--- src/rtl/seg_pkg.sv ---
package seg_pkg;
  localparam int SEG_W = 4;
  localparam int OFF_W = 16;
  localparam int PA_W  = 20;
  localparam int LEN_W = OFF_W + 1;
  localparam int NENT  = 1 << SEG_W;
  localparam int NMAP  = 2;

  typedef enum logic [1:0] {
    FLT_NONE = 2'd0,
    FLT_SEG  = 2'd1,
    FLT_BND  = 2'd2,
    FLT_PROT = 2'd3
  } fault_e;

  typedef struct packed {
    logic [PA_W-1:0]  base;
    logic [LEN_W-1:0] len;
    logic             vld;
    logic             dirty;
    logic             rd_ok;
    logic             wr_ok;
  } seg_ent_t;

  function automatic logic [PA_W-1:0] f_paddr(input logic [PA_W-1:0] base,
                                               input logic [OFF_W-1:0] off);
    return base + PA_W'(off);
  endfunction

  function automatic fault_e f_classify(input logic inval, input logic oob,
                                        input logic deny);
    if (inval)     return FLT_SEG;
    else if (oob)  return FLT_BND;
    else if (deny) return FLT_PROT;
    else           return FLT_NONE;
  endfunction
endpackage

--- src/rtl/seg_map.sv ---
module seg_map
  import seg_pkg::*;
(
  input  logic             clk,
  input  logic             rst_n,
  input  logic             wr_en,
  input  logic [SEG_W-1:0] wr_idx,
  input  seg_ent_t         wr_ent,
  input  logic             set_en,
  input  logic [SEG_W-1:0] set_idx,
  input  logic [SEG_W-1:0] rd_idx,
  output seg_ent_t         rd_ent
);
  seg_ent_t mem [NENT];

  always_ff @(posedge clk or negedge rst_n) begin
    if (!rst_n) begin
      for (int i = 0; i < NENT; i++) mem[i] <= '0;
    end else begin
      if (set_en) mem[set_idx].dirty <= 1'b1;
      if (wr_en)  mem[wr_idx] <= wr_ent;   // load wins over dirty mark
    end
  end

  assign rd_ent = mem[rd_idx];
endmodule

--- src/rtl/seg_check.sv ---
module seg_check
  import seg_pkg::*;
(
  input  seg_ent_t         ent,
  input  logic [OFF_W-1:0] off,
  input  logic             write,
  output logic             raw_inval,
  output logic             raw_oob,
  output logic             raw_deny,
  output fault_e           fault,
  output logic [PA_W-1:0]  paddr
);
  always_comb begin
    raw_inval = !ent.vld;
    raw_oob   = {1'b0, off} >= ent.len;
    raw_deny  = write ? !ent.wr_ok : !ent.rd_ok;
    fault     = f_classify(raw_inval, raw_oob, raw_deny);
    paddr     = f_paddr(ent.base, off);
  end
endmodule

--- src/rtl/seg_xlate.sv ---
module seg_xlate
  import seg_pkg::*;
(
  input  logic                   clk,
  input  logic                   rst_n,
  input  logic                   req_valid,
  input  logic                   req_super,
  input  logic                   req_write,
  input  logic [SEG_W-1:0]       req_seg,
  input  logic [OFF_W-1:0]       req_off,
  output logic                   rsp_valid,
  output logic [1:0]             rsp_fault,
  output logic [PA_W-1:0]        rsp_paddr,
  output logic                   rsp_dirty,
  input  logic                   cfg_we,
  input  logic                   cfg_sys,
  input  logic [SEG_W-1:0]       cfg_idx,
  input  logic [PA_W-1:0]        cfg_base,
  input  logic [LEN_W-1:0]       cfg_len,
  input  logic                   cfg_valid,
  input  logic                   cfg_rd_ok,
  input  logic                   cfg_wr_ok,
  input  logic                   cfg_dirty
);
  seg_ent_t        ent_arr [NMAP];
  seg_ent_t        ent;
  seg_ent_t        load_ent;
  fault_e          fault;
  logic [PA_W-1:0] paddr;
  logic            raw_inval, raw_oob, raw_deny;
  logic            dirty_set;

  assign load_ent = '{base: cfg_base, len: cfg_len, vld: cfg_valid,
                      dirty: cfg_dirty, rd_ok: cfg_rd_ok, wr_ok: cfg_wr_ok};

  // map 0 = user, map 1 = system
  for (genvar m = 0; m < NMAP; m++) begin : g_map
    seg_map u_map (
      .clk    (clk),
      .rst_n  (rst_n),
      .wr_en  (cfg_we && (cfg_sys == 1'(m))),
      .wr_idx (cfg_idx),
      .wr_ent (load_ent),
      .set_en (dirty_set && (req_super == 1'(m))),
      .set_idx(req_seg),
      .rd_idx (req_seg),
      .rd_ent (ent_arr[m])
    );
  end

  assign ent = ent_arr[req_super];

  seg_check u_check (
    .ent      (ent),
    .off      (req_off),
    .write    (req_write),
    .raw_inval(raw_inval),
    .raw_oob  (raw_oob),
    .raw_deny (raw_deny),
    .fault    (fault),
    .paddr    (paddr)
  );

  assign dirty_set = req_valid && req_write && (fault == FLT_NONE);

  always_ff @(posedge clk or negedge rst_n) begin
    if (!rst_n) begin
      rsp_valid <= 1'b0;
      rsp_fault <= 2'd0;
      rsp_paddr <= '0;
      rsp_dirty <= 1'b0;
    end else begin
      rsp_valid <= req_valid;
      if (req_valid) begin
        rsp_fault <= fault;
        rsp_paddr <= (fault == FLT_NONE) ? paddr : '0;
        rsp_dirty <= ent.dirty | dirty_set;
      end
    end
  end
endmodule

--- config.mk ---
export PLATFORM = sky130hd
export DESIGN_NAME = seg_xlate
export DESIGN_NICKNAME = d
export VERILOG_FILES = /design/src/rtl/seg_pkg.sv /design/src/rtl/seg_map.sv /design/src/rtl/seg_check.sv /design/src/rtl/seg_xlate.sv
export SDC_FILE = /design/constraint.sdc
export NUM_CORES = 2
export LEC_CHECK = 0
export ABC_CLOCK_PERIOD_IN_PS = 4300
export BUFFER_PORTS_ARGS = -buffer_cell sky130_fd_sc_hd__buf_4
export CORE_MARGIN = 4
export CORE_UTILIZATION = 45
export CTS_CLUSTER_DIAMETER = 30
export DETAILED_ROUTE_END_ITERATION = 8
export PLACE_DENSITY_LB_ADDON = 0.05
export SLEW_MARGIN = 30
export SYNTH_ARGS = -nofsm -noshare
export SYNTH_HDL_FRONTEND = slang
export SYNTH_HIERARCHICAL = 1
export SYNTH_SLANG_ARGS = --single-unit
export TNS_END_PERCENT = 20
--- constraint.sdc ---
create_clock -name clk -period 4.3 [get_ports clk]
set_input_delay 0.43 -clock clk [delete_from_list [all_inputs] [get_ports clk]]
set_output_delay 0.43 -clock clk [all_outputs]
set_load 0.01 [all_outputs]
==> impl_metrics.toml <==
[placed_design]
port_buffers = 95
dp_hpwl_mm = 117.6
post-place-ws_ps = -667.0
gp_congestion = 0.7909

[pwr]
ir_drop_v = 0.0005093
powerDensity_mw_per_mm2 = 620.8
p_leak_nw = 34.97

[route]
vias = 38630
top_layer = "met5"
m1WireLength_mm = 89.85
drt-initial-drc-count = 2984
wl_met3_mm = 13.13
wl_per_cell_um = 31.80
drc = 0
drt_first_pass_iters = 5
wl_met2_mm = 92.11
ant_nets = 0
drt_wl_total_mm = 201.1
avgViaCountPerCell = 6.109

[timing]
setup_violations = 0
fin_crit_ps = 4131
hold_viol = 0
tns_ps = 0
finalCritPeriodShare_pct = 96.06
maxSlewViolCount = 0
maxSlewHeadroom_pct = 33.86
max_freq_mhz = 242.1
finClkSkew_ps = 45.04
rsz0062_at_grt = "false"
finalWorstSetupSlack_ps = 169.4
worstMarginPinSlew_ps = 992.1

[floorplanning]
io_pins = 96
coreArea_mm2 = 0.1353
die_x_um = 377.1
die_h_um = 377.1
start_util_pct = 45.30
rows = 135
fp.dieArea_mm2 = 0.1422

[global_route]
antenna_found_initial = 12
grt_pass1_vias = 42250
grt_max_degree = 127
grtUsageTotal_pct = 28.52
grt-ovfl-total = 0
grt_pass1_wl_mm = 294.3

[setup_path]
critical_path_class = "flip-flop to flip-flop"
crit_fanout = 4
crit_path_start_kind = "flip-flop"
cp.arrival_ps = 4910
end_kind = "flip-flop"
crit_path_start = "g_map[0].u_map/mem[496]$_DFFE_PN0P_"
r2r_start = "g_map[0].u_map/mem[496]$_DFFE_PN0P_"
required_ps = 5080

[clock_tree]
htreeDepth = 5
cts_tree = "built"
clk_pin_slew_ps = 50
root_buffer = "clkbuf_16"
cts_num_sinks = 1336
cts_max_path_buffers = 4
clk_latency_ps = 890
cts_made_buffers = 331

[hold_path]
hp-class = "input pin to flip-flop"
hp-start = "req_off[1]"

[layout]
syn_to_final_growth_pct = 26.10
nFillCells = 10400
drive_above_1_share_pct = 56.15
fin_nets = 4399

[yosys]
synth_area_mm2 = 0.06129
synth_warnings = 6
avgSynthCellArea_um2 = 15.56
synth_cells = 3939
syn_nets = 4044

[run]
cap_violations = 0

[status]
status = "finished, final reports clean"
## sequential cells by signal, summed over array words and instances (netlist names)
| register | cells |
|---|---|
| rsp_fault | 2 |
| rsp_valid | 1 |
| rsp_dirty | 1 |
| g_map.u_map/mem | 1312 |
| rsp_paddr | 20 |
## timing repair
action / in CTS / in global routing
endpoints found under the hold margin: 179 / 0
buffers inserted: 0 / 2
setup endpoints to repair: 22 / 32
hold buffers: 21 / 0
resized for setup: 1 / 5
pin swaps: 0 / 1
## metal layers
metal	global-route usage, %	vias to the layer above
li1	-	15630
met1	40.91	21220
met2	43.71	1360
met3	5.767	410
met4	9.574	10
met5	0	-
## final timing paths
kind	end	slack, ps	cells past startpoint
worst max-delay path	g_map[1].u_map/mem[535]$_DFF_PN0_	170	16
worst min-delay path	rsp_paddr[1]$_DFFE_PN0P_	60	3
worst max register to register	g_map[1].u_map/mem[535]$_DFF_PN0_	170	16
worst min register to register	g_map[1].u_map/mem[145]$_DFFE_PN0P_	480	1
max in group asynchronous	g_map[1].u_map/mem[67]$_DFFE_PN0P_	2800	3
min in group asynchronous	g_map[1].u_map/mem[586]$_DFFE_PN0P_	260	2
## placed cells by master, fill, tap and decap left out, types with 48 or more instances in the layout
| cell type | instances |
|---|---|
| clkbuf_8 | 48 |
| nand2_1 | 106 |
| dfrtp_1 | 1336 |
| mux2_2 | 1282 |
| a22oi_1 | 165 |
| buf_12 | 59 |
| clkbuf_16 | 339 |
| clkinv_2 | 56 |
| buf_4 | 281 |
| mux4_2 | 328 |
## where the power goes
part           leakage, nW  internal, mW  switching, mW
logic                 12.3          3.70           2.65
clock network         5.57          17.8           7.44
registers             17.1          15.1           1.30
total                 35.0          36.6           11.4
## worst max-delay path, cell delays in order (launching register included)
cell and delay (ps):
dfrtp_1 380, mux4_2 470, a22oi_1 230, nand2_1 80, mux2_2 280, ha_1 300
nand2b_1 170, a31oi_2 230, o21ai_2 150, a311o_2 420, o21a_1 240, nor3b_4 240
and3_1 230, buf_4 120, and3b_1 220, a21oi_1 90, mux2i_1 180
## layout make-up
| class | count | area, um2 | share of cell area (%) |
|---|---|---|---|
| Antenna cell | 4 | 10.01 | 0.01295 |
| Clock buffer | 422 | 9275 | 12.00 |
| Clock inverter | 155 | 2125 | 2.749 |
| Inverter | 24 | 90.09 | 0.1166 |
| Multi-Input combinational cell | 2236 | 26540 | 34.34 |
| Sequential cell | 1336 | 33430 | 43.26 |
| Tap cell | 1781 | 2228 | 2.883 |
| Timing Repair Buffer | 365 | 3586 | 4.640 |
## per-stage QoR
stage / total power, mW / cell area (um2) / cells / hold slack [ps] / util (%)
global route: 49.79 / 77280 / 6319 / 40.52 / 57.12
detailed placement: 22.83 / 65640 / 5719 / 474.1 / 48.51
CTS: 48.35 / 77250 / 6317 / 1.089 / 57.09
floorplan: 20.44 / 61290 / 3939 / 134.4 / -
finish: 47.98 / 77290 / 6323 / 58.22 / 57.12
global placement: 22.37 / 65610 / 5718 / 461.9 / 48.49
Note: power is estimated with default switching activity, not from simulation.
